## config.mk

```make
export PLATFORM = sky130hd
export DESIGN_NAME = ipi_cmd_unit
export DESIGN_NICKNAME = d
export VERILOG_FILES = /design/src/rtl/ipi_pkg.sv /design/src/rtl/ipi_dest_expand.sv /design/src/rtl/ipi_err_status.sv /design/src/rtl/ipi_launch.sv /design/src/rtl/ipi_cmd_unit.sv
export SDC_FILE = /design/constraint.sdc
export NUM_CORES = 1
export LEC_CHECK = 0
export BUFFER_PORTS_ARGS = -buffer_cell sky130_fd_sc_hd__buf_2
export CORE_MARGIN = 4
export CORE_UTILIZATION = 48
export DETAILED_ROUTE_END_ITERATION = 8
export GPL_ROUTABILITY_DRIVEN = 0
export GPL_TIMING_DRIVEN = 0
export PLACE_DENSITY_LB_ADDON = 0.1
export SETUP_SLACK_MARGIN = 0.5
export SLEW_MARGIN = 30
export SYNTH_ARGS = -nofsm -noshare
export SYNTH_HDL_FRONTEND = slang
export SYNTH_HIERARCHICAL = 1
export SYNTH_SLANG_ARGS = --single-unit
```

## constraint.sdc

```tcl
create_clock -name clk -period 1.5 [get_ports clk]
set_input_delay 0.15 -clock clk [delete_from_list [all_inputs] [get_ports clk]]
set_output_delay 0.15 -clock clk [all_outputs]
set_load 0.02 [all_outputs]
```

## src/rtl/ipi_pkg.sv

```systemverilog
package ipi_pkg;

    localparam int WORD_W     = 32;
    localparam int VEC_W      = 8;
    localparam int MODE_W     = 3;
    localparam int VEC_LSB    = 0;
    localparam int MODE_LSB   = 8;
    localparam int LOGIC_BIT  = 11;
    localparam int PEND_BIT   = 12;
    localparam int LEVEL_BIT  = 14;
    localparam int TRIG_BIT   = 15;
    localparam int SH_LSB     = 18;
    localparam int DEST_LSB   = 24;
    localparam int ERR_W      = 2;
    localparam int ERR_BUSY   = 0;
    localparam int ERR_MODE   = 1;

    localparam logic [1:0] ADDR_CMD  = 2'd0;
    localparam logic [1:0] ADDR_DEST = 2'd1;
    localparam logic [1:0] ADDR_ERR  = 2'd2;

    localparam logic [MODE_W-1:0] MODE_RSVD = 3'd3;

    typedef enum logic [1:0] {
        SH_FIELD  = 2'd0,
        SH_SELF   = 2'd1,
        SH_ALL    = 2'd2,
        SH_OTHERS = 2'd3
    } shorthand_e;

    typedef struct packed {
        logic [VEC_W-1:0]  vector;
        logic [MODE_W-1:0] mode;
        logic              logical;
        logic              level;
        logic              trig;
        logic              bcast;
        logic              excl;
    } msg_ctl_t;

endpackage

```

## src/rtl/ipi_dest_expand.sv

```systemverilog
module ipi_dest_expand #(
    parameter int ID_W = 8
) (
    input  ipi_pkg::shorthand_e sh,
    input  logic [ID_W-1:0]     field_id,
    input  logic [ID_W-1:0]     self_id,
    output logic [ID_W-1:0]     dest,
    output logic                bcast,
    output logic                excl
);
    import ipi_pkg::*;

    always_comb begin
        dest  = field_id;
        bcast = 1'b0;
        excl  = 1'b0;
        unique case (sh)
            SH_FIELD: begin
                dest = field_id;
            end
            SH_SELF: begin
                dest = self_id;
            end
            SH_ALL: begin
                dest  = '1;
                bcast = 1'b1;
            end
            SH_OTHERS: begin
                dest  = self_id;
                bcast = 1'b1;
                excl  = 1'b1;
            end
            default: begin
                dest = field_id;
            end
        endcase
    end

endmodule

```

## src/rtl/ipi_err_status.sv

```systemverilog
module ipi_err_status #(
    parameter int ERR_W = 2
) (
    input  logic             clk,
    input  logic             rst_n,
    input  logic [ERR_W-1:0] raise,
    input  logic             snap,
    output logic [ERR_W-1:0] visible
);

    typedef struct packed {
        logic [ERR_W-1:0] gathered;
        logic [ERR_W-1:0] shown;
    } err_state_t;

    err_state_t st_d, st_q;

    always_comb begin
        st_d = st_q;
        if (snap) begin
            st_d.shown    = st_q.gathered;
            st_d.gathered = raise;
        end else begin
            st_d.gathered = st_q.gathered | raise;
        end
    end

    always_ff @(posedge clk) begin
        if (!rst_n) begin
            st_q <= '0;
        end else begin
            st_q <= st_d;
        end
    end

    assign visible = st_q.shown;

endmodule

```

## src/rtl/ipi_launch.sv

```systemverilog
module ipi_launch #(
    parameter int ID_W = 8
) (
    input  logic                                clk,
    input  logic                                rst_n,
    input  logic [ID_W-1:0]                     self_id,
    input  logic                                wr_cmd,
    input  logic                                wr_dest,
    input  logic [ipi_pkg::WORD_W-1:0]          wdata,
    input  logic                                ready,
    output logic                                valid,
    output ipi_pkg::msg_ctl_t                   ctl,
    output logic [ID_W-1:0]                     dest,
    output logic [ipi_pkg::WORD_W-1:0]          cmd_word,
    output logic [ipi_pkg::WORD_W-1:0]          dest_word,
    output logic [ipi_pkg::ERR_W-1:0]           err_raise
);
    import ipi_pkg::*;

    typedef struct packed {
        logic [WORD_W-1:0] cmd;
        logic [WORD_W-1:0] dst;
        logic              valid;
        msg_ctl_t          ctl;
        logic [ID_W-1:0]   dest;
    } launch_state_t;

    launch_state_t st_d, st_q;

    logic [ID_W-1:0]   exp_dest;
    logic              exp_bcast;
    logic              exp_excl;
    logic [MODE_W-1:0] new_mode;

    assign new_mode = wdata[MODE_LSB +: MODE_W];

    ipi_dest_expand #(.ID_W(ID_W)) u_expand (
        .sh       (shorthand_e'(wdata[SH_LSB +: 2])),
        .field_id (st_q.dst[DEST_LSB +: ID_W]),
        .self_id  (self_id),
        .dest     (exp_dest),
        .bcast    (exp_bcast),
        .excl     (exp_excl)
    );

    always_comb begin
        st_d      = st_q;
        err_raise = '0;
        if (st_q.valid && ready) begin
            st_d.valid = 1'b0;
        end
        if (wr_dest) begin
            st_d.dst = wdata;
        end
        if (wr_cmd) begin
            if (st_q.valid) begin
                err_raise[ERR_BUSY] = 1'b1;
            end else begin
                st_d.cmd           = wdata;
                st_d.cmd[PEND_BIT] = 1'b0;
                if (new_mode == MODE_RSVD) begin
                    err_raise[ERR_MODE] = 1'b1;
                end else begin
                    st_d.valid       = 1'b1;
                    st_d.ctl.vector  = wdata[VEC_LSB +: VEC_W];
                    st_d.ctl.mode    = new_mode;
                    st_d.ctl.logical = wdata[LOGIC_BIT];
                    st_d.ctl.level   = wdata[LEVEL_BIT];
                    st_d.ctl.trig    = wdata[TRIG_BIT];
                    st_d.ctl.bcast   = exp_bcast;
                    st_d.ctl.excl    = exp_excl;
                    st_d.dest        = exp_dest;
                end
            end
        end
    end

    always_ff @(posedge clk) begin
        if (!rst_n) begin
            st_q <= '0;
        end else begin
            st_q <= st_d;
        end
    end

    always_comb begin
        cmd_word           = st_q.cmd;
        cmd_word[PEND_BIT] = st_q.valid;
    end

    assign dest_word = st_q.dst;
    assign valid     = st_q.valid;
    assign ctl       = st_q.ctl;
    assign dest      = st_q.dest;

endmodule

```

## src/rtl/ipi_cmd_unit.sv

```systemverilog
module ipi_cmd_unit #(
    parameter int ID_W = 8
) (
    input  logic            clk,
    input  logic            rst_n,
    input  logic [ID_W-1:0] self_id,
    input  logic            cfg_we,
    input  logic [1:0]      cfg_addr,
    input  logic [31:0]     cfg_wdata,
    output logic [31:0]     cfg_rdata,
    output logic            msg_valid,
    input  logic            msg_ready,
    output logic [7:0]      msg_vector,
    output logic [2:0]      msg_mode,
    output logic            msg_logical,
    output logic            msg_level,
    output logic            msg_trigger,
    output logic [ID_W-1:0] msg_dest,
    output logic            msg_bcast,
    output logic            msg_excl_self
);
    import ipi_pkg::*;

    localparam int ERR_PAD = WORD_W - ERR_W;

    logic              wr_cmd, wr_dest, wr_err;
    msg_ctl_t          ctl;
    logic [WORD_W-1:0] cmd_word, dest_word;
    logic [ERR_W-1:0]  err_raise, err_shown;

    assign wr_cmd  = cfg_we && (cfg_addr == ADDR_CMD);
    assign wr_dest = cfg_we && (cfg_addr == ADDR_DEST);
    assign wr_err  = cfg_we && (cfg_addr == ADDR_ERR);

    ipi_launch #(.ID_W(ID_W)) u_launch (
        .clk       (clk),
        .rst_n     (rst_n),
        .self_id   (self_id),
        .wr_cmd    (wr_cmd),
        .wr_dest   (wr_dest),
        .wdata     (cfg_wdata),
        .ready     (msg_ready),
        .valid     (msg_valid),
        .ctl       (ctl),
        .dest      (msg_dest),
        .cmd_word  (cmd_word),
        .dest_word (dest_word),
        .err_raise (err_raise)
    );

    ipi_err_status #(.ERR_W(ERR_W)) u_err (
        .clk     (clk),
        .rst_n   (rst_n),
        .raise   (err_raise),
        .snap    (wr_err),
        .visible (err_shown)
    );

    always_comb begin
        unique case (cfg_addr)
            ADDR_CMD:  cfg_rdata = cmd_word;
            ADDR_DEST: cfg_rdata = dest_word;
            ADDR_ERR:  cfg_rdata = {{ERR_PAD{1'b0}}, err_shown};
            default:   cfg_rdata = '0;
        endcase
    end

    assign msg_vector    = ctl.vector;
    assign msg_mode      = ctl.mode;
    assign msg_logical   = ctl.logical;
    assign msg_level     = ctl.level;
    assign msg_trigger   = ctl.trig;
    assign msg_bcast     = ctl.bcast;
    assign msg_excl_self = ctl.excl;

endmodule

```

Word level (Yosys, flattened, before mapping)

Cells that the tools add are included.

Logic and storage cells: 45
Bits in registers: 92
Input bits: 46

Reductions and logical operators: 10
Equality and inequality tests: 6
Multiplexer cells: 13
Bitwise gates (word level): 3

Operators with widths:

| operator                                                        | number |
|---|---|
| 32-bit one-hot mux with 3 select lines                          | 1 |
| 25-bit 2-to-1 mux                                               | 3 |
| 8-bit one-hot mux with 3 select lines                           | 1 |
| 2-bit == test, second input constant                            | 3 |
| 1-bit 2-to-1 mux                                                | 6 |
| 2-bit by 1-bit == test with 1-bit output, second input constant | 2 |
| 1-bit logical AND                                               | 4 |
| 2-bit logical NOT                                               | 2 |
| 2-bit 2-to-1 mux                                                | 2 |
| 2-bit OR reduction                                              | 2 |
| 3-bit by 2-bit == test with 1-bit output, second input constant | 1 |
| 3-bit AND reduction                                             | 1 |
| 1-bit NOT                                                       | 2 |
| 2-bit OR                                                        | 1 |
| 2-bit AND reduction                                             | 1 |

Logic depth before layout (Yosys ltp)

Depth in word-level cells: 6
Depth in mapped cells: 9
Depth with buffers taken out: 4

Cells and area by module

Netlist, hierarchy kept.

By module, submodules not included:

| module          | area each (um2) | cells an instance | times used | sequential area each (um2) |
|---|---|---|---|---|
| ipi_launch      | 3385.7          | 349               | 1          | 1761.7 |
| ipi_cmd_unit    | 568.0           | 76                | 1          | 0.0 |
| ipi_err_status  | 155.1           | 14                | 1          | 80.1 |
| ipi_dest_expand | 127.6           | 28                | 1          | 0.0 |

Least setup slack after synthesis

No wires, ideal clock.

Path kind: in2reg
Start point: input cfg_addr[0]
End point: register u_launch.st_q, in the netlist u_launch/ctl[15]
Setup time: 0.072 ns
Path buffers: 5
Data arrival time: 1.489 ns
Slack: -0.061 ns
Required time: 1.428 ns
Cell stages on the path: 9
Cell sequence: buf_6 > buf_12 > nor3b_1 > nor2b_1 > buf_6 > o21a_4 > buf_6 > buf_12 > mux2i_1

Cells in the longest elaborated chain, start to end: 3

Ends and longest elaborated chain:

| what                          | line               | RTL |
|---|---|---|
| start, declared               | ipi_cmd_unit.sv:8  | `input logic [1:0] cfg_addr,` |
| 2-bit logical NOT             | ipi_cmd_unit.sv:31 | `assign wr_cmd = cfg_we && (cfg_addr == ADDR_CMD);` |
| 1-bit logical AND             | ipi_cmd_unit.sv:31 |  |
| net wr_cmd                    | ipi_cmd_unit.sv:26 | `logic wr_cmd, wr_dest, wr_err;` |
| 3-bit AND reduction (no line) | -                  |  |
| end signal, assigned          | ipi_launch.sv:82   | `st_q <= st_d;` |
| end, declared                 | ipi_launch.sv:28   | `launch_state_t st_d, st_q;` |

The timed path passes the listed nets, and every way through them passes these cells.
A chain may end at the register's enable or synchronous reset.

Worst setup path in the final report

Start point: register u_launch.st_q, in the netlist u_launch/valid
End point: output cfg_rdata[12]

Cells in the longest elaborated chain, start to end: 1

Ends and longest elaborated chain:

| what                                   | line               | RTL |
|---|---|---|
| 32-bit one-hot mux with 3 select lines | ipi_cmd_unit.sv:60 | `unique case (cfg_addr)` |
| end, declared                          | ipi_cmd_unit.sv:10 | `output logic [31:0] cfg_rdata,` |

Every way passes these cells.

==> summary.md <==
| Metric | Value |
|---|---|
| Outcome | `completed` |
| GRT overflow | `0` |
| Nets | `approximately 660` |
| Worst Tran Pin Value | `about 680 ps` |
| Total CTS buffers | `9` |
| Clock sinks | `92` |
| Clock Tree Buf Depth | `2` |
| H-tree lvl count | `3` |
| Mapped Cells | `467` |
| Clk Latency, worst-skew pair | `360 ps` |
| Crit path arrival time | `1200 ps` |
| Setup Crit Path Kind | `flip-flop to primary output` |
| Layout cells sized above 1 | `0.471` |
| Top-area cell type share of the netlist area | `0.435` |
| Full die area | `approximately 10,000 µm²` |
| Synthesized area | `about 4200 µm²` |
| Yosys warning count | `6` |
| Drt first-iter violations | `130` |
| Sequential share of the synthesized area | `0.435` |
| P&R area growth vs syn | `47.6%` |
| CP peak stage delay | `370 ps` |
| I/O pins | `between 100 and 150` |
| Root Driver | `clkbuf_8` |
| Slowest CP cell | `dfxtp_4` |
| Die width | `102 µm` |
| Count of pins over their slew limit | `0` |
| Vias | `3,726` |
| Residual DRC | `0` |
| Die Height | `102 µm` |
| Flop2flop setup slack | `~180 ps` |
| R2R Path End | `u_launch/dest[3]$_SDFFE_PN0P_` |
| Reg clk slew, reported paths | `about 100 ps` |
| Crit. End Element | `primary output` |
| Fin. Hold Viols | `0` |
| PwrDens | `between 800 and 900 nW/µm²` |
| Fmax | `between 700 and 800 MHz` |
| Synth top area cells | `dfxtp_1 (43%), mux2i_1 (21%), nand2_1 (10%)` |
| Vias/cell | `5.12` |
| WHS | `approximately 17 ps` |
| Final period utilization | `0.901` |
| Post-Place Worst Slack | `-142 ps` |
| Maxcap violations | `0` |
| CTS tree | `done` |
| R2r startpoint | `u_launch/valid$_SDFF_PN0_` |
| Commonest non-fill, non-tap cell in the layout | `nand2_1` |
| CP most frequent cell | `buf_6` |
| Final std cells w/o fill | `roughly 730` |
| Worst r2r path cells | `7` |
| Setup Skew | `slightly above 8 ps` |
| Slew headroom | `0.549` |
| First-pass GRT wire length | `between 15 and 20 mm` |
| HP Start | `cfg_wdata[27]` |
| Fin crit period | `between 1000 and 1500 ps` |
| Starting Density | `0.491` |
| Startpoint types | `flip-flop` |
| Crit-path cells | `buf_6 > mux2i_2 > nor2_2 > buf_6` |
| DR WL/cell | `17.2 µm` |
| Drt pass-1 iters | `4` |
| Yosys cell types | `25` |
| Detail Route Antenna Nets | `0` |
| Vias in the first global route | `around 3,700` |
| Largest net degree at the start of global routing | `16` |
| CTS Hold Bufs | `0` |
| Top delay family on crit path | `flip-flops` |
| LEAKAGE | `2.67 nW` |
| Worst hold endpoint | `u_launch/cmd_word[27]$_SDFFE_PN0P_` |
| Fin util | `0.724` |
| Syn avg cell area | `9.07 µm²` |
| Fin Setup TNS | `0 ps` |
| # port buffers | `100` |
| Placed cell count | `675` |
| WHS Path Cells | `3` |
| Fillers | `630` |
| Commonest cells after routing, fill and taps aside | `nand2_1 (94), mux2i_1 (83), dfxtp_2 (62)` |
| # rows | `34` |
| Worst min-delay path category | `input pin to flip-flop` |
| Area leader, netlist | `dfxtp_1` |
| Initial antenna violation count | `0` |
| CP required | `about 1400 ps` |
| Busiest grt layer | `met2` |
| Routed WL | `approximately 12 mm` |
| Core ar. | `about 8600 µm²` |
| Post-synth net total | `roughly 510` |
| Routing usage on met3 | `0.0382` |
| Worst path bufs/invs | `2` |
| CP max FO | `4` |
| Seq cells post-synth | `92` |
| Detailed placer's ending HPWL | `slightly below 8 mm` |
| Met2 usage | `0.387` |
| Ant diodes | `0` |
| Max VDD drop | `just over 0.5 mV` |
| Global-route total usage across every layer | `0.240` |
| Setup ws final | `~150 ps` |
| RSZ-0062 raised after global routing | `true` |
| Final setup vio count | `0` |
| Grt met1 use | `0.330` |
[how the worst max path moves through the flow]
stage / start / endpoint / slack (ps) / cells after the start
after floorplan: cfg_addr[0] / u_launch/ctl[15]$_SDFFE_PN0P_ / 40 / 9
after global placement: cfg_addr[0] / u_launch/ctl[2]$_SDFFE_PN0P_ / -90 / 9
after detailed placement: cfg_addr[0] / u_launch/ctl[9]$_SDFFE_PN0P_ / -140 / 9
after CTS: u_launch/valid$_SDFF_PN0_ / cfg_rdata[12] / 150 / 4
after global routing: u_launch/valid$_SDFF_PN0_ / cfg_rdata[12] / 120 / 4
final: u_launch/valid$_SDFF_PN0_ / cfg_rdata[12] / 150 / 4
[stage by stage]
step	total power (W)	area [µm²]
final	0.00536	6250
after global routing	0.00555	6250
after CTS	0.00529	5900
after detailed placement	0.00328	4930
after global placement	0.00326	4930
after floorplan	0.00304	4290
[Yosys cell counts]
| cell type | number |
|---|---|
| clkbuf_1 | 14 |
| o21ai_1 | 1 |
| nor2b_1 | 39 |
| nand3_1 | 1 |
| o21a_1 | 3 |
| buf_1 | 1 |
| buf_4 | 6 |
| and2_2 | 1 |
| o2bb2ai_1 | 2 |
| nor3_1 | 1 |
| o21ai_0 | 8 |
| buf_12 | 5 |
| and2_1 | 2 |
| buf_2 | 11 |
| dfxtp_1 | 92 |
| mux2i_1 | 87 |
| o221a_1 | 2 |
| and3b_1 | 1 |
| nor3b_1 | 1 |
| nor2_1 | 38 |
| nand2_1 | 114 |
| o21a_4 | 1 |
| buf_6 | 4 |
| a21boi_1 | 31 |
| nand2b_1 | 1 |
[power by group]
part / leakage [nW] / internal [W] / switching, W
clock: 0.110 / 0.000992 / 0.000901
sequential: 0.777 / 0.00253 / 0.0000459
combinational: 1.79 / 0.000442 / 0.000450
[final cells by class]
| class | instances | area [µm²] | area share |
|---|---|---|---|
| buffer | 41 | 435 | 0.0696 |
| clock inverter | 5 | 85.1 | 0.0136 |
| tap | 108 | 135 | 0.0216 |
| sequential | 92 | 1920 | 0.308 |
| timing repair buffer | 137 | 1210 | 0.193 |
| multi-input combinational | 334 | 2320 | 0.372 |
| clock buffer | 11 | 141 | 0.0226 |
[logic make-up (layout without fill, tap and decap cells)]
logic type	after synthesis	after routing	share of synthesized area
buf+inv	41	194	0.0712
compound gates	48	48	0.0839
simple gates	199	199	0.205
mux	87	87	0.206
flops	92	92	0.435
[state kept, by name (all words and copies together) (netlist names)]
register,cells
u_err/st_q,2
u_launch/dest_word,32
u_launch/dest,8
u_launch/valid,1
u_launch/ctl,16
u_err/visible,2
u_launch/cmd_word,31
[routing by layer]
metal | vias up | routed length, µm
met5 | - | 0
met4 | 0 | 258
met3 | 23 | 634
met2 | 103 | 6020
met1 | 1769 | 5580
li1 | 1831 | -
[worst reg2reg max path, stage by stage, from the launching register on]
cell and delay (ps):
dfxtp_4 370, nor2b_4 110, buf_6 110, o21a_4 130, buf_12 130, buf_12 110, buf_12 120, mux2i_1 180
[timing repair]
item,CTS,global route
gates resized for setup,142,107
pin swaps,10,46
setup buffers,25,6
endpoints found under the setup margin,112,128
gates cloned,6,0
Power figures use the tool's default switching activity.
